### src/rtl/hexr_pkg.sv
package hexr_pkg;

  typedef enum logic [1:0] {
    ST_IDLE,
    ST_SCAN,
    ST_MERGE,
    ST_FIN
  } hexr_state_t;

  // Segment set per hex value: bit0 top, bit1 upper right, bit2 lower right,
  // bit3 bottom, bit4 lower left, bit5 upper left, bit6 middle.
  function automatic logic [6:0] seg_code(input logic [3:0] nib);
    case (nib)
      4'h0: return 7'h3F;
      4'h1: return 7'h06;
      4'h2: return 7'h5B;
      4'h3: return 7'h4F;
      4'h4: return 7'h66;
      4'h5: return 7'h6D;
      4'h6: return 7'h7D;
      4'h7: return 7'h07;
      4'h8: return 7'h7F;
      4'h9: return 7'h6F;
      4'hA: return 7'h77;
      4'hB: return 7'h7C;
      4'hC: return 7'h39;
      4'hD: return 7'h5E;
      4'hE: return 7'h79;
      default: return 7'h71;
    endcase
  endfunction

  // Segment strokes are two pixels thick; the middle bar straddles rows/2.
  function automatic logic pixel_on(input logic [6:0] s, input int r, input int c,
                                    input int rows, input int cols);
    int mid;
    logic top, bot, mdl, lft, rgt, upr, lwr;
    mid = rows / 2;
    top = (r < 2);
    bot = (r >= rows - 2);
    mdl = (r == mid - 1) || (r == mid);
    lft = (c < 2);
    rgt = (c >= cols - 2);
    upr = (r <= mid);
    lwr = (r >= mid - 1);
    return (s[0] && top) || (s[1] && rgt && upr) || (s[2] && rgt && lwr) ||
           (s[3] && bot) || (s[4] && lft && lwr) || (s[5] && lft && upr) ||
           (s[6] && mdl);
  endfunction

endpackage

### src/rtl/hexr_glyph_rom.sv
module hexr_glyph_rom #(
  parameter int ROWS = 18,
  parameter int COLS = 9,
  parameter int RW   = 5
) (
  input  logic [3:0]      nibble_i,
  input  logic [RW-1:0]   row_i,
  output logic [COLS-1:0] bits_o
);
  logic [6:0] seg;
  assign seg = hexr_pkg::seg_code(nibble_i);

  for (genvar c = 0; c < COLS; c++) begin : g_col
    assign bits_o[c] = hexr_pkg::pixel_on(seg, int'(row_i), c, ROWS, COLS);
  end
endmodule

### src/rtl/hexr_cursor.sv
module hexr_cursor #(
  parameter int CODE_W     = 32,
  parameter int ROWS       = 18,
  parameter int COLS       = 9,
  parameter int X0         = 28,
  parameter int Y0         = 116,
  parameter int PITCH      = 11,
  parameter int LINE_BYTES = 18,
  parameter int ADDR_W     = 12,
  parameter int RW         = 5
) (
  input  logic              clk,
  input  logic              rst_n,
  input  logic              load_i,
  input  logic              step_i,
  input  logic [CODE_W-1:0] code_i,
  input  logic [COLS-1:0]   glyph_i,
  output logic [3:0]        nibble_o,
  output logic [RW-1:0]     row_o,
  output logic [ADDR_W-1:0] addr_o,
  output logic [7:0]        mask_o,
  output logic              last_o
);
  localparam int DIGITS    = CODE_W / 4;
  localparam int DW        = (DIGITS > 1) ? $clog2(DIGITS) : 1;
  localparam int NBYTES    = (COLS + 7 + 7) / 8;
  localparam int BW        = (NBYTES > 1) ? $clog2(NBYTES) : 1;
  localparam int SPAN_BITS = NBYTES * 8;
  localparam int XW        = $clog2(LINE_BYTES * 8) + 1;
  localparam logic [XW-1:0]     X_START   = XW'(X0);
  localparam logic [ADDR_W-1:0] ROW_START = ADDR_W'(Y0 * LINE_BYTES);

  logic [CODE_W-1:0] code_q;
  logic [DW-1:0]     dig_q;
  logic [RW-1:0]     row_q;
  logic [BW-1:0]     byte_q;
  logic [XW-1:0]     xb_q;
  logic [ADDR_W-1:0] rb_q;

  logic byte_end, row_end;
  assign byte_end = (byte_q == BW'(NBYTES - 1));
  assign row_end  = (row_q == RW'(ROWS - 1));

  always_ff @(posedge clk or negedge rst_n) begin
    if (!rst_n) begin
      code_q <= '0;
      dig_q  <= '0;
      row_q  <= '0;
      byte_q <= '0;
      xb_q   <= X_START;
      rb_q   <= ROW_START;
    end else if (load_i) begin
      code_q <= code_i;
      dig_q  <= '0;
      row_q  <= '0;
      byte_q <= '0;
      xb_q   <= X_START;
      rb_q   <= ROW_START;
    end else if (step_i) begin
      if (!byte_end) begin
        byte_q <= byte_q + 1'b1;
      end else begin
        byte_q <= '0;
        if (!row_end) begin
          row_q <= row_q + 1'b1;
          rb_q  <= rb_q + ADDR_W'(LINE_BYTES);
        end else begin
          row_q  <= '0;
          rb_q   <= ROW_START;
          dig_q  <= dig_q + 1'b1;
          xb_q   <= xb_q + XW'(PITCH);
          code_q <= code_q << 4;
        end
      end
    end
  end

  logic [SPAN_BITS-1:0] wide, sel;
  assign wide = SPAN_BITS'(glyph_i) << xb_q[2:0];
  assign sel  = wide >> {byte_q, 3'b000};

  assign nibble_o = code_q[CODE_W-1 -: 4];
  assign row_o    = row_q;
  assign mask_o   = sel[7:0];
  assign addr_o   = rb_q + ADDR_W'(xb_q >> 3) + ADDR_W'(byte_q);
  assign last_o   = byte_end && row_end && (dig_q == DW'(DIGITS - 1));
endmodule

### src/rtl/hexr_rmw.sv
module hexr_rmw (
  input  logic       clk,
  input  logic       rst_n,
  input  logic       start_i,
  input  logic [7:0] mask_i,
  input  logic       last_i,
  input  logic [7:0] rd_data_i,
  output logic       load_o,
  output logic       step_o,
  output logic       rd_en_o,
  output logic       wr_en_o,
  output logic [7:0] wr_data_o,
  output logic       busy_o,
  output logic       done_o
);
  import hexr_pkg::*;

  hexr_state_t state_q, state_d;

  always_ff @(posedge clk or negedge rst_n) begin
    if (!rst_n) state_q <= ST_IDLE;
    else        state_q <= state_d;
  end

  always_comb begin
    state_d = state_q;
    load_o  = 1'b0;
    step_o  = 1'b0;
    rd_en_o = 1'b0;
    wr_en_o = 1'b0;
    done_o  = 1'b0;
    case (state_q)
      ST_IDLE: begin
        if (start_i) begin
          load_o  = 1'b1;
          state_d = ST_SCAN;
        end
      end
      ST_SCAN: begin
        if (mask_i != 8'h00) begin
          rd_en_o = 1'b1;
          state_d = ST_MERGE;
        end else begin
          step_o  = 1'b1;
          state_d = last_i ? ST_FIN : ST_SCAN;
        end
      end
      ST_MERGE: begin
        wr_en_o = 1'b1;
        step_o  = 1'b1;
        state_d = last_i ? ST_FIN : ST_SCAN;
      end
      default: begin
        done_o  = 1'b1;
        state_d = ST_IDLE;
      end
    endcase
  end

  assign wr_data_o = rd_data_i | mask_i;
  assign busy_o    = (state_q != ST_IDLE);
endmodule

### src/rtl/hexcode_glyph_drawer.sv
module hexcode_glyph_drawer #(
  parameter int CODE_W     = 32,
  parameter int GLYPH_ROWS = 18,
  parameter int GLYPH_COLS = 9,
  parameter int X0         = 28,
  parameter int Y0         = 116,
  parameter int PITCH      = 11,
  parameter int LINE_BYTES = 18,
  parameter int FB_ROWS    = 168,
  localparam int FB_BYTES  = FB_ROWS * LINE_BYTES,
  localparam int ADDR_W    = $clog2(FB_BYTES)
) (
  input  logic              clk,
  input  logic              rst_n,
  input  logic              start,
  input  logic [CODE_W-1:0] code,
  output logic              busy,
  output logic              done,
  output logic [ADDR_W-1:0] fb_addr,
  output logic              fb_rd_en,
  input  logic [7:0]        fb_rd_data,
  output logic              fb_wr_en,
  output logic [7:0]        fb_wr_data
);
  localparam int RW = $clog2(GLYPH_ROWS);

  logic                  load, step, last;
  logic [3:0]            nibble;
  logic [RW-1:0]         row;
  logic [GLYPH_COLS-1:0] glyph;
  logic [7:0]            mask;

  hexr_glyph_rom #(.ROWS(GLYPH_ROWS), .COLS(GLYPH_COLS), .RW(RW)) u_rom (
    .nibble_i (nibble),
    .row_i    (row),
    .bits_o   (glyph)
  );

  hexr_cursor #(
    .CODE_W(CODE_W), .ROWS(GLYPH_ROWS), .COLS(GLYPH_COLS), .X0(X0), .Y0(Y0),
    .PITCH(PITCH), .LINE_BYTES(LINE_BYTES), .ADDR_W(ADDR_W), .RW(RW)
  ) u_cursor (
    .clk      (clk),
    .rst_n    (rst_n),
    .load_i   (load),
    .step_i   (step),
    .code_i   (code),
    .glyph_i  (glyph),
    .nibble_o (nibble),
    .row_o    (row),
    .addr_o   (fb_addr),
    .mask_o   (mask),
    .last_o   (last)
  );

  hexr_rmw u_rmw (
    .clk       (clk),
    .rst_n     (rst_n),
    .start_i   (start),
    .mask_i    (mask),
    .last_i    (last),
    .rd_data_i (fb_rd_data),
    .load_o    (load),
    .step_o    (step),
    .rd_en_o   (fb_rd_en),
    .wr_en_o   (fb_wr_en),
    .wr_data_o (fb_wr_data),
    .busy_o    (busy),
    .done_o    (done)
  );
endmodule

### config.mk
export PLATFORM = sky130hd
export DESIGN_NAME = hexcode_glyph_drawer
export DESIGN_NICKNAME = d
export VERILOG_FILES = /design/src/rtl/hexr_pkg.sv /design/src/rtl/hexr_glyph_rom.sv /design/src/rtl/hexr_cursor.sv /design/src/rtl/hexr_rmw.sv /design/src/rtl/hexcode_glyph_drawer.sv
export SDC_FILE = /design/constraint.sdc
export NUM_CORES = 1
export LEC_CHECK = 0
export BUFFER_PORTS_ARGS = -buffer_cell sky130_fd_sc_hd__clkbuf_2
export CORE_MARGIN = 2
export CORE_UTILIZATION = 40
export CTS_CLUSTER_DIAMETER = 150
export DETAILED_ROUTE_END_ITERATION = 16
export GPL_TIMING_DRIVEN = 0
export HOLD_SLACK_MARGIN = 0.06
export PLACE_DENSITY = 0.6
export RECOVER_POWER = 25
export SYNTH_ARGS = -nofsm -noshare
export SYNTH_HDL_FRONTEND = slang
export SYNTH_SLANG_ARGS = --single-unit
### constraint.sdc
create_clock -name clk -period 4.7 [get_ports clk]
set_input_delay 0.705 -clock clk [delete_from_list [all_inputs] [get_ports clk]]
set_output_delay 0.705 -clock clk [all_outputs]
set_load 0.1 [all_outputs]
==> metrics.txt, run 1 <==
# TYPE chip_impl_metric gauge
chip_impl_metric{name="power",unit="mW"} 1.384
chip_impl_metric{name="synth-warning-count",unit=""} 0
chip_impl_info{name="cpMostUsedCell",value="inv_1"} 1
chip_impl_metric{name="worst_pin_slew",unit="ns"} 1.870
chip_impl_metric{name="detail_route.wirelength",unit="mm"} 13.36
chip_impl_metric{name="ys_ff_latch",unit=""} 63
chip_impl_metric{name="detailedPlacementHpwl",unit="mm"} 9.734
chip_impl_metric{name="cell_internal_pwr",unit="mW"} 1.092
chip_impl_metric{name="worst_setup_hold_path_clk_slew",unit="ns"} 0.06
chip_impl_metric{name="timing.final.ws_setup",unit="ns"} 0.2953
chip_impl_info{name="tritoncts",value="done"} 1
chip_impl_metric{name="insertedDiodeCount",unit=""} 0
chip_impl_metric{name="die_x",unit="um"} 110.5
chip_impl_metric{name="power.ir.vdd_worst",unit="mV"} 0.1816
chip_impl_metric{name="postCtsSetupRepairBufs",unit=""} 0
chip_impl_metric{name="clock_latency",unit="ns"} 0.33
chip_impl_metric{name="power_switching_share",unit=""} 0.2112
chip_impl_metric{name="worst-path-max-fanout",unit=""} 8
chip_impl_metric{name="final_max_slew_viol_count",unit=""} 66
chip_impl_metric{name="number_of_nets_in_the_finished_design",unit=""} 706
chip_impl_metric{name="fmaxAchievable",unit="GHz"} 0.2270
chip_impl_metric{name="period_minus_slack",unit="ns"} 4.405
chip_impl_metric{name="dieArea",unit="um^2"} 12210
chip_impl_info{name="violations",value="max-capacitance violations, max-slew violations"} 1
chip_impl_metric{name="final-hold-violation-count",unit=""} 0
chip_impl_info{name="grt_setup_unrepaired",value="false"} 1
chip_impl_metric{name="p_leak",unit="nW"} 2.394
chip_impl_metric{name="grt_start_max_net_pins",unit=""} 35
chip_impl_metric{name="die_y",unit="um"} 110.5
chip_impl_metric{name="ioPinCount",unit=""} 67
chip_impl_metric{name="n_fill_cell",unit=""} 1087
chip_impl_metric{name="drc",unit=""} 0
chip_impl_metric{name="power.share.combinational",unit=""} 0.042
chip_impl_metric{name="first_pass_grt_wire_length",unit="mm"} 22.27
chip_impl_metric{name="core.rowCount",unit=""} 38
chip_impl_metric{name="netlist_instances",unit=""} 559
chip_impl_metric{name="yosys.cell_types.count",unit=""} 64
chip_impl_metric{name="grt_pass1_vias",unit=""} 4467
chip_impl_info{name="cp_cell_sequence",value="inv_1, ha_1, or2_2, a32o_1, a22o_1, a221oi_2, o21ai_1, or4_4, o21ai_0, inv_1, buf_2"} 1
chip_impl_metric{name="finalCoreUtilization",unit=""} 0.4932
chip_impl_info{name="top_layer_used",value="met4"} 1
chip_impl_metric{name="postRouteAntennaNets",unit=""} 0
chip_impl_metric{name="final_setup_violations",unit=""} 0
chip_impl_metric{name="met3RoutedLength",unit="um"} 659
chip_impl_metric{name="edff_count_synth",unit=""} 0
chip_impl_info{name="run_status",value="finished, violations left"} 1
chip_impl_metric{name="max-cap-violations",unit=""} 2
chip_impl_metric{name="syn_area",unit="um^2"} 4538
chip_impl_metric{name="drt_pre_antenna_iters",unit=""} 6
chip_impl_metric{name="syn-num-nets",unit=""} 628
chip_impl_metric{name="total_clock_buffers_created_by_cts",unit=""} 9
chip_impl_metric{name="globalRouteTotalUtil",unit=""} 0.2205
chip_impl_metric{name="finalWeightedCongestion",unit=""} 0.9537
chip_impl_metric{name="worst_path_largest_cell_delay",unit="ns"} 0.60
chip_impl_info{name="worst-setup-path-type",value="flop to primary output"} 1
chip_impl_metric{name="placement.io_buffers",unit=""} 66
chip_impl_metric{name="grt-ovfl-total",unit=""} 0
chip_impl_metric{name="route.met2.wl",unit="mm"} 6.341
chip_impl_metric{name="num_vias",unit=""} 4592
chip_impl_metric{name="async_flop_share",unit=""} 1.000
chip_impl_info{name="cts_root_buf",value="clkbuf_16"} 1
chip_impl_info{name="path_delay_family",value="compound AO/OA/AOI/OAI gates"} 1
chip_impl_info{name="startpoint_type",value="flop"} 1
chip_impl_metric{name="timing.setup.tns",unit="ns"} 0
chip_impl_info{name="cpMaxStageDelayCell",value="or4_4"} 1
chip_impl_metric{name="clock_sinks",unit=""} 63
chip_impl_metric{name="post_dr_vias_cell",unit=""} 5.872
chip_impl_metric{name="worst_slew_margin_rel",unit=""} -0.2465
chip_impl_metric{name="cts_buffer_depth",unit=""} 2
chip_impl_metric{name="detail_route.iter0.violations",unit=""} 295
chip_impl_metric{name="p_seq_frac",unit=""} 0.392
chip_impl_metric{name="m1WireLength",unit="mm"} 6.073
chip_impl_info{name="synth-main-ff-cell",value="dfrtp_1"} 1
chip_impl_info{name="min_path_type",value="flop to flop"} 1
chip_impl_metric{name="period_share",unit=""} 0.9372
chip_impl_metric{name="post_drt_wl_per_cell",unit="um"} 17.09
chip_impl_metric{name="post_synth.cell_area_avg",unit="um^2"} 8.118
chip_impl_metric{name="power.share.clock",unit=""} 0.565
chip_impl_metric{name="flow.area_growth_from_synthesis",unit="%"} 18.86
chip_impl_metric{name="timing.critical_path.arrival",unit="ns"} 3.70
chip_impl_metric{name="place_ws",unit="ns"} 0.5151
chip_impl_metric{name="switching_pwr",unit="mW"} 0.2922
chip_impl_info{name="timing.critical_path.to_type",value="primary output"} 1
chip_impl_metric{name="fin_worst_hold_slack",unit="ns"} 0.5391
chip_impl_metric{name="final_layout_size_suffix_gt1_frac",unit=""} 0.1636
chip_impl_metric{name="initial_util",unit=""} 0.4150
chip_impl_metric{name="data_required_time_at_the_worst_endpoint",unit="ns"} 3.99
chip_impl_info{name="top_library_cells_by_usage_in_the_layout_fill_and_taps_aside",value="64 x clkbuf_2, 61 x nor2_1, 57 x o21ai_0, 57 x dfrtp_1, 47 x a21oi_1"} 1
chip_impl_metric{name="synth_sequential_area_ratio",unit=""} 0.3490
chip_impl_metric{name="design.core.area",unit="um^2"} 10940
chip_impl_metric{name="bufs_and_invs_on_worst_path",unit=""} 3
chip_impl_metric{name="number_of_antenna_violations_at_the_first_check_in_global_routing",unit=""} 0
chip_impl_info{name="final_common_cell",value="clkbuf_2"} 1
chip_impl_metric{name="cts_max_level",unit=""} 3
chip_impl_metric{name="power-per-cell-area",unit="nW/um^2"} 256.6
chip_impl_metric{name="final.setup_skew",unit="ns"} 0.007268
==> stage by stage <==
stage	std cells	area [um^2]
2_1_floorplan	559	4538
3_3_place_gp	765	5044
3_5_place_dp	766	5066
4_1_cts	782	5414
5_1_grt	782	5394
6_report	782	5394
==> cells by family (layout without fill, tap and decap cells) <==
logic type                 count (synthesis)  in the layout  share of synthesized area
muxes                                     14             14                    0.03171
DFF                                       63             63                     0.3490
xor gates and xnor gates                  10             10                    0.01930
AOI/OAI and AO/OA                        198            198                     0.2749
adders and majority gates                 26             26                    0.07334
and+or+nand+nor                          180            180                     0.1930
buffers and inverters                     68            151                    0.05872
==> layout make-up <==
type                       instances  area, um^2  area share
timing repair buffer              67       332.8     0.06170
multi-input combinational        428        2688      0.4983
sequential                        63        1584      0.2937
inverter                          25       93.84     0.01740
clock buffer                      11       242.7     0.04500
tap                              140       175.2     0.03248
buffer                            43       172.7     0.03201
clock inverter                     5       105.1     0.01949
==> worst register-to-register path, stage by stage, from the launching register on <==
cell and delay, ns:
dfrtp_1 0.45, inv_1 0.13, ha_1 0.30, or2_2 0.32, a32o_1 0.32, a22o_1 0.25
a221oi_2 0.15, o21ai_1 0.12, or4_4 0.60, o31ai_2 0.62, buf_2 0.37, o21ai_0 0.14
a32o_1 0.28
==> layer usage <==
layer | GRT usage | vias up
met5 | 0 | -
met4 | 0.08167 | 0
met3 | 0.03787 | 29
met2 | 0.3575 | 153
met1 | 0.2958 | 2217
li1 | - | 2193
==> power by group through the flow <==
stage	registers, mW	clock network [mW]	logic [mW]
6_report	0.543	0.782	0.0587
2_1_floorplan	0.553	0	0.0267
4_1_cts	0.543	0.789	0.0624
3_3_place_gp	0.552	0	0.0589
3_5_place_dp	0.552	0	0.0620
5_1_grt	0.543	0.813	0.0642
==> sequential cells by signal, summed over array words and instances (netlist names) <==
name               cells
u_cursor.code_q       32
u_cursor.rb_q         11
u_cursor.xb_q          9
u_cursor.row_o         5
u_cursor.dig_q         3
u_rmw.state_q          2
u_cursor.byte_end      1
==> Yosys cell counts (all sizes together), types with 8 or more instances <==
| cell type | number | area [um^2] |
|---|---|---|
| o31ai | 8 | 70.06 |
| nor2 | 61 | 229.0 |
| nand2 | 35 | 131.4 |
| a21oi | 48 | 244.0 |
| nor2b | 8 | 50.05 |
| dfrtp | 57 | 1426 |
| ha | 25 | 312.8 |
| nand3 | 19 | 95.09 |
| a31oi | 31 | 193.9 |
| nand2b | 10 | 62.56 |
| mux2i | 11 | 110.1 |
| inv | 25 | 93.84 |
| o21ai | 59 | 295.3 |
| clkbuf | 38 | 142.6 |
==> repair_timing <==
action	in CTS	in global routing
hold endpoints to repair	0	0
hold buffers	0	0
endpoints found under the setup margin	0	1
gates resized for setup	0	1
==> worst paths after layout <==
path,start,end,slack [ns],cells past startpoint
setup / recovery,u_cursor.code_q[28],fb_rd_en,0.30,11
hold / removal,u_cursor.code_q[3],u_cursor.code_q[3],0.54,2
setup reg to reg,u_cursor.code_q[28],u_cursor.rb_q[10],0.54,12
hold reg to reg,u_cursor.code_q[3],u_cursor.code_q[3],0.54,2
max in group asynchronous,rst_n,u_cursor.code_q[23],1.41,2
min in group asynchronous,rst_n,u_cursor.rb_q[6],0.83,1
Power figures use the tool's default switching activity.
==> inputs of run 2 (changes only) <==
- CORE_UTILIZATION: 40 -> 30
- PLACE_DENSITY: 0.6 -> 0.48
==> metrics.txt, run 2 (synthesis results as in run 1) <==
# TYPE chip_impl_metric gauge
chip_impl_metric{name="clock_sinks",unit=""} 63
chip_impl_metric{name="insertedDiodeCount",unit=""} 0
chip_impl_info{name="final_common_cell",value="clkbuf_2"} 1
chip_impl_metric{name="initial_util",unit=""} 0.3099
chip_impl_info{name="cpMaxStageDelayCell",value="or4_4"} 1
chip_impl_info{name="worst-setup-path-type",value="flop to primary output"} 1
chip_impl_metric{name="n_fill_cell",unit=""} 1569
chip_impl_metric{name="worst-path-max-fanout",unit=""} 8
chip_impl_info{name="timing.critical_path.to_type",value="primary output"} 1
chip_impl_metric{name="grt_start_max_net_pins",unit=""} 46
chip_impl_metric{name="number_of_nets_in_the_finished_design",unit=""} 706
chip_impl_info{name="min_path_type",value="flop to flop"} 1
chip_impl_metric{name="worst_pin_slew",unit="ns"} 2.536
chip_impl_metric{name="number_of_antenna_violations_at_the_first_check_in_global_routing",unit=""} 0
chip_impl_metric{name="cts_buffer_depth",unit=""} 2
chip_impl_metric{name="power-per-cell-area",unit="nW/um^2"} 232.6
chip_impl_metric{name="postRouteAntennaNets",unit=""} 0
chip_impl_metric{name="detail_route.wirelength",unit="mm"} 14.03
chip_impl_metric{name="postCtsResizedCells",unit=""} 0
chip_impl_metric{name="placement.io_buffers",unit=""} 66
chip_impl_metric{name="multi_input_area",unit="um^2"} 2688
chip_impl_metric{name="final_setup_violations",unit=""} 0
chip_impl_metric{name="drt_pre_antenna_iters",unit=""} 5
chip_impl_metric{name="worst_slew_margin_rel",unit=""} -0.6909
chip_impl_metric{name="grt-ovfl-total",unit=""} 0
chip_impl_metric{name="p_leak",unit="nW"} 2.374
chip_impl_metric{name="grt_pass1_vias",unit=""} 4346
chip_impl_info{name="tritoncts",value="done"} 1
chip_impl_metric{name="num_vias",unit=""} 4478
chip_impl_metric{name="cts_max_level",unit=""} 3
chip_impl_metric{name="final.setup_skew",unit="ns"} 0.007576
chip_impl_info{name="run_status",value="finished, violations left"} 1
chip_impl_metric{name="timing.final.ws_setup",unit="ns"} 0.1785
chip_impl_info{name="cp-endpoint",value="fb_rd_en"} 1
chip_impl_metric{name="place_ws",unit="ns"} 0.4125
chip_impl_info{name="violations",value="max-capacitance violations, max-slew violations"} 1
chip_impl_metric{name="period_share",unit=""} 0.9620
chip_impl_metric{name="seq_area",unit="um^2"} 1584
chip_impl_info{name="startpoint",value="u_cursor.code_q[28]"} 1
chip_impl_info{name="reg_top3",value="u_cursor.code_q x32, u_cursor.rb_q x11, u_cursor.xb_q x9"} 1
chip_impl_info{name="regMostFlops",value="u_cursor.code_q"} 1
chip_impl_metric{name="final_max_slew_viol_count",unit=""} 46
chip_impl_metric{name="period_minus_slack",unit="ns"} 4.522
chip_impl_info{name="top_library_cells_by_usage_in_the_layout_fill_and_taps_aside",value="65 x clkbuf_2, 61 x nor2_1, 57 x o21ai_0, 57 x dfrtp_1, 47 x a21oi_1"} 1
chip_impl_metric{name="fmaxAchievable",unit="GHz"} 0.2212
chip_impl_metric{name="worst_setup_hold_path_clk_slew",unit="ns"} 0.06
chip_impl_metric{name="reg2regPathDepth",unit=""} 12
chip_impl_metric{name="flow.area_growth_from_synthesis",unit="%"} 18.64
chip_impl_metric{name="largest_register_ffs",unit=""} 32
chip_impl_info{name="timing.rr.start",value="u_cursor.code_q[28]"} 1
chip_impl_metric{name="rrSetupSlack",unit="ns"} 0.32
chip_impl_metric{name="postCtsSetupRepairBufs",unit=""} 0
chip_impl_metric{name="power",unit="mW"} 1.252
chip_impl_metric{name="design.core.area",unit="um^2"} 14640
chip_impl_metric{name="detailedPlacementHpwl",unit="mm"} 10.14
chip_impl_metric{name="power.ir.vdd_worst",unit="mV"} 0.1729
chip_impl_metric{name="die_x",unit="um"} 127.0
chip_impl_metric{name="die_y",unit="um"} 127.0
chip_impl_info{name="cts_root_buf",value="clkbuf_16"} 1
chip_impl_metric{name="max-cap-violations",unit=""} 1
chip_impl_metric{name="data_required_time_at_the_worst_endpoint",unit="ns"} 3.99
chip_impl_metric{name="ioPinCount",unit=""} 67
chip_impl_metric{name="worst_path_largest_cell_delay",unit="ns"} 0.61
chip_impl_metric{name="drc",unit=""} 0
chip_impl_metric{name="timing.critical_path.arrival",unit="ns"} 3.82
chip_impl_info{name="cpMostUsedCell",value="inv_1"} 1
chip_impl_info{name="grt_setup_unrepaired",value="false"} 1
chip_impl_metric{name="dieArea",unit="um^2"} 16130
chip_impl_info{name="reg2reg_to",value="u_cursor.rb_q[10]"} 1
chip_impl_metric{name="timing.setup.tns",unit="ns"} 0
chip_impl_metric{name="clock_latency",unit="ns"} 0.34
chip_impl_info{name="cp_cell_sequence",value="inv_1, ha_1, or2_2, a32o_1, a22o_1, a221oi_2, o21ai_1, or4_4, o21ai_0, inv_1, clkbuf_2"} 1
chip_impl_metric{name="globalRouteTotalUtil",unit=""} 0.1742
chip_impl_metric{name="first_pass_grt_wire_length",unit="mm"} 22.34
chip_impl_metric{name="holdBufCountCts",unit=""} 0
chip_impl_metric{name="final_layout_size_suffix_gt1_frac",unit=""} 0.1620
chip_impl_metric{name="detail_route.iter0.violations",unit=""} 369
chip_impl_info{name="startpoint_type",value="flop"} 1
chip_impl_metric{name="post_drt_wl_per_cell",unit="um"} 16.98
chip_impl_metric{name="total_clock_buffers_created_by_cts",unit=""} 9
chip_impl_metric{name="fin_worst_hold_slack",unit="ns"} 0.5405
chip_impl_metric{name="finalWeightedCongestion",unit=""} 0.8687
chip_impl_metric{name="post_dr_vias_cell",unit=""} 5.421
chip_impl_metric{name="core.rowCount",unit=""} 44
chip_impl_metric{name="final-hold-violation-count",unit=""} 0
-- run 2: layer usage --
| metal | vias up | GRT usage | share of wire |
|---|---|---|---|
| met5 | - | 0 | 0 |
| met4 | 0 | 0.05818 | 0.015 |
| met3 | 17 | 0.02638 | 0.040 |
| met2 | 126 | 0.2919 | 0.48 |
| met1 | 2135 | 0.2311 | 0.47 |
| li1 | 2200 | - | - |
-- run 2: through the flow --
step | util | cell area [um^2] | cells
2_1_floorplan | - | 4538 | 559
3_3_place_gp | 0.3482 | 5099 | 809
3_5_place_dp | 0.3502 | 5129 | 810
4_1_cts | 0.3695 | 5411 | 826
5_1_grt | 0.3677 | 5384 | 826
6_report | 0.3677 | 5384 | 826
-- run 2: area by class of cell --
class                   instances  share of cell area
plain buffers                  43             0.03207
clock buffers                  11             0.04323
clock inverters                 5            0.009296
inverters                      25             0.01743
multi-input cells             428              0.4992
flip-flops and latches         63              0.2942
well taps                     184             0.04276
repair buffers                 67             0.06182
-- run 2: worst max-delay path: cells and delay by family (launching register included) --
kind / cells / cell delay (ns)
AO/OA/AOI/OAI: 5 / 1.15
flip-flops: 1 / 0.47
adder cells (fa/ha/maj): 1 / 0.30
AND/OR/NAND/NOR: 2 / 0.92
buffers and inverters: 3 / 0.64
-- run 2: worst min path at each step --
stage | start | end | slack, ns | cells after the start
detailed placement | u_cursor.code_q[4] | u_cursor.code_q[4] | 0.53 | 2
global placement | u_cursor.code_q[11] | u_cursor.code_q[11] | 0.52 | 2
global route | u_cursor.code_q[8] | u_cursor.code_q[8] | 0.56 | 2
finish | u_cursor.code_q[12] | u_cursor.code_q[12] | 0.54 | 2
CTS | rst_n | u_cursor.rb_q[8] | 0.29 | 1
floorplan | rst_n | u_cursor.byte_end | 0.41 | 0
-- run 2: where the power goes --
part | switching, mW | total [mW] | internal, mW | leakage [nW]
clock network | 0.244 | 0.651 | 0.407 | 0.143
logic | 0.0420 | 0.0583 | 0.0163 | 1.58
registers | 0 | 0.543 | 0.543 | 0.651
total | 0.286 | 1.25 | 0.966 | 2.37
==> inputs of run 3 (changes only) <==
- CELL_PAD_IN_SITES_DETAIL_PLACEMENT: default -> 0
- CELL_PAD_IN_SITES_GLOBAL_PLACEMENT: default -> 1
- PLACE_DENSITY: 0.48 -> 0.61
==> metrics.txt, run 3 (synthesis results as in run 1) <==
# TYPE chip_impl_metric gauge
chip_impl_metric{name="data_required_time_at_the_worst_endpoint",unit="ns"} 3.99
chip_impl_metric{name="grt.met2_usage",unit=""} 0.2922
chip_impl_metric{name="drt_pre_antenna_iters",unit=""} 5
chip_impl_info{name="grt_setup_unrepaired",value="false"} 1
chip_impl_metric{name="finalWeightedCongestion",unit=""} 0.8998
chip_impl_metric{name="globalRouteTotalUtil",unit=""} 0.1796
chip_impl_info{name="hold_path.startpoint",value="u_cursor.code_q[3]"} 1
chip_impl_metric{name="grt_start_max_net_pins",unit=""} 45
chip_impl_metric{name="p_leak",unit="nW"} 2.388
chip_impl_metric{name="num_vias",unit=""} 4532
chip_impl_metric{name="p_seq_frac",unit=""} 0.418
chip_impl_metric{name="period_share",unit=""} 0.9338
chip_impl_metric{name="grt_pass1_vias",unit=""} 4341
chip_impl_metric{name="power.share.clock",unit=""} 0.537
chip_impl_metric{name="final_layout_size_suffix_gt1_frac",unit=""} 0.1636
chip_impl_metric{name="n_fill_cell",unit=""} 1583
chip_impl_info{name="timing.rr.start",value="u_cursor.code_q[28]"} 1
chip_impl_metric{name="postRouteAntennaNets",unit=""} 0
chip_impl_info{name="min_path_type",value="flop to flop"} 1
chip_impl_metric{name="power-per-cell-area",unit="nW/um^2"} 239.8
chip_impl_metric{name="worst_slew_margin_rel",unit=""} -0.6381
chip_impl_info{name="violations",value="max-capacitance violations, max-slew violations"} 1
chip_impl_info{name="reg_top3",value="u_cursor.code_q x32, u_cursor.rb_q x11, u_cursor.xb_q x9"} 1
chip_impl_metric{name="power.ir.vdd_worst",unit="mV"} 0.1357
chip_impl_metric{name="globalRouteMet1Util",unit=""} 0.2449
chip_impl_metric{name="cts_buffer_depth",unit=""} 2
chip_impl_info{name="hold_end",value="u_cursor.code_q[3]"} 1
chip_impl_metric{name="rrSetupSlack",unit="ns"} 0.39
chip_impl_metric{name="detail_route.wirelength",unit="mm"} 14.28
chip_impl_metric{name="ioPinCount",unit=""} 67
chip_impl_metric{name="final-hold-violation-count",unit=""} 0
chip_impl_metric{name="fin_worst_hold_slack",unit="ns"} 0.5350
chip_impl_metric{name="postCtsSetupRepairBufs",unit=""} 0
chip_impl_metric{name="detailedPlacementHpwl",unit="mm"} 10.28
chip_impl_metric{name="max-cap-violations",unit=""} 1
chip_impl_info{name="regMostFlops",value="u_cursor.code_q"} 1
chip_impl_info{name="startpoint_type",value="flop"} 1
chip_impl_metric{name="power_switching_share",unit=""} 0.2205
chip_impl_metric{name="clock_latency",unit="ns"} 0.33
chip_impl_metric{name="core.rowCount",unit=""} 44
chip_impl_metric{name="final_setup_violations",unit=""} 0
chip_impl_metric{name="largest_register_ffs",unit=""} 32
chip_impl_metric{name="grt-ovfl-total",unit=""} 0
chip_impl_metric{name="worst_setup_hold_path_clk_slew",unit="ns"} 0.05
chip_impl_info{name="final_common_cell",value="clkbuf_2"} 1
chip_impl_metric{name="final_max_slew_viol_count",unit=""} 45
chip_impl_info{name="gr-max-usage-layer",value="met2"} 1
chip_impl_metric{name="final.setup_skew",unit="ns"} 0.003523
chip_impl_metric{name="cell_internal_pwr",unit="mW"} 1.012
chip_impl_metric{name="cts_max_level",unit=""} 3
chip_impl_metric{name="fmaxAchievable",unit="GHz"} 0.2278
chip_impl_metric{name="insertedDiodeCount",unit=""} 0
chip_impl_metric{name="min_delay_path_depth",unit=""} 2
chip_impl_metric{name="flow.area_growth_from_synthesis",unit="%"} 19.24
chip_impl_metric{name="post_dr_vias_cell",unit=""} 5.487
chip_impl_info{name="reg2reg_to",value="u_cursor.rb_q[10]"} 1
chip_impl_metric{name="power.share.combinational",unit=""} 0.045
chip_impl_info{name="timing.critical_path.to_type",value="primary output"} 1
chip_impl_metric{name="post_drt_wl_per_cell",unit="um"} 17.28
chip_impl_metric{name="timing.critical_path.arrival",unit="ns"} 3.68
chip_impl_metric{name="detail_route.iter0.violations",unit=""} 390
chip_impl_metric{name="initial_util",unit=""} 0.3099
chip_impl_metric{name="first_pass_grt_wire_length",unit="mm"} 22.96
chip_impl_metric{name="holdBufCountCts",unit=""} 0
chip_impl_metric{name="number_of_antenna_violations_at_the_first_check_in_global_routing",unit=""} 0
chip_impl_metric{name="clock_sinks",unit=""} 63
chip_impl_metric{name="timing.setup.tns",unit="ns"} 0
chip_impl_metric{name="die_y",unit="um"} 127.0
chip_impl_metric{name="gr-usage-met3",unit=""} 0.02471
chip_impl_info{name="tritoncts",value="done"} 1
chip_impl_metric{name="reg2regPathDepth",unit=""} 12
chip_impl_metric{name="worst_pin_slew",unit="ns"} 2.457
chip_impl_metric{name="period_minus_slack",unit="ns"} 4.389
chip_impl_metric{name="worst-path-max-fanout",unit=""} 8
chip_impl_info{name="run_status",value="finished, violations left"} 1
chip_impl_info{name="top_library_cells_by_usage_in_the_layout_fill_and_taps_aside",value="64 x clkbuf_2, 61 x nor2_1, 57 x o21ai_0, 57 x dfrtp_1, 47 x a21oi_1"} 1
chip_impl_metric{name="placement.io_buffers",unit=""} 66
chip_impl_metric{name="design.core.area",unit="um^2"} 14640
chip_impl_info{name="worst-setup-path-type",value="flop to primary output"} 1
chip_impl_metric{name="die_x",unit="um"} 127.0
chip_impl_metric{name="total_clock_buffers_created_by_cts",unit=""} 9
chip_impl_metric{name="number_of_nets_in_the_finished_design",unit=""} 706
chip_impl_metric{name="power",unit="mW"} 1.298
chip_impl_metric{name="drc",unit=""} 0
chip_impl_info{name="cts_root_buf",value="clkbuf_16"} 1
chip_impl_metric{name="dieArea",unit="um^2"} 16130
chip_impl_metric{name="switching_pwr",unit="mW"} 0.2861
-- run 3: area by class of cell --
type,instances,area (um^2),area share
Buffer,43,172.7,0.03191
Clock buffer,13,270.3,0.04994
Clock inverter,3,40.04,0.007399
Inverter,25,93.84,0.01734
Multi-Input combinational cell,428,2688,0.4966
Sequential cell,63,1584,0.2927
Tap cell,184,230.2,0.04254
Timing Repair Buffer,67,332.8,0.06150
-- run 3: repair_timing --
item,CTS,global route
endpoints found under the setup margin,0,1
hold endpoints to repair,0,0
gates resized for setup,0,1
-- run 3: how the worst max path moves through the flow --
stage,slack (ns),start,depth (start not counted),endpoint
floorplan,0.05,u_cursor.code_q[28],8,fb_wr_data[1]
global placement,0.41,u_cursor.code_q[28],12,u_cursor.rb_q[10]
detailed placement,0.40,u_cursor.code_q[28],12,u_cursor.rb_q[10]
CTS,0.20,u_cursor.code_q[28],11,fb_rd_en
global route,0.03,u_cursor.code_q[28],11,fb_rd_en
finish,0.31,u_cursor.code_q[28],11,fb_rd_en
-- run 3: per-stage QoR --
step | cell area, um^2 | cells | utilization | setup WS (ns)
after floorplan | 4538 | 559 | - | 0.05162
after global placement | 5099 | 809 | 0.3482 | 0.4116
after detailed placement | 5129 | 810 | 0.3502 | 0.4015
after CTS | 5439 | 826 | 0.3714 | 0.2002
after global routing | 5411 | 826 | 0.3695 | 0.03479
final | 5411 | 826 | 0.3695 | 0.3111
-- run 3: power groups by stage --
stage / Clock [mW] / Sequential, mW / Combinational, mW
after floorplan: 0 / 0.553 / 0.0267
after global routing: 0.734 / 0.543 / 0.0637
after global placement: 0 / 0.552 / 0.0591
final: 0.697 / 0.543 / 0.0580
after detailed placement: 0 / 0.552 / 0.0627
after CTS: 0.708 / 0.543 / 0.0629
-- run 3: metal layers --
layer / routed length (um) / part of all wire
met3: 584 / 0.041
met1: 6731 / 0.47
met4: 310 / 0.022
met2: 6648 / 0.47
met5: 0 / 0
-- run 3: worst max-delay path, stage by stage, from the launching register on --
cell      delay, ns
dfrtp_1        0.45
inv_1          0.13
ha_1           0.30
or2_2          0.31
a32o_1         0.32
a22o_1         0.25
a221oi_2       0.16
o21ai_1        0.12
or4_4          0.61
o21ai_0        0.28
inv_1          0.11
buf_2          0.31
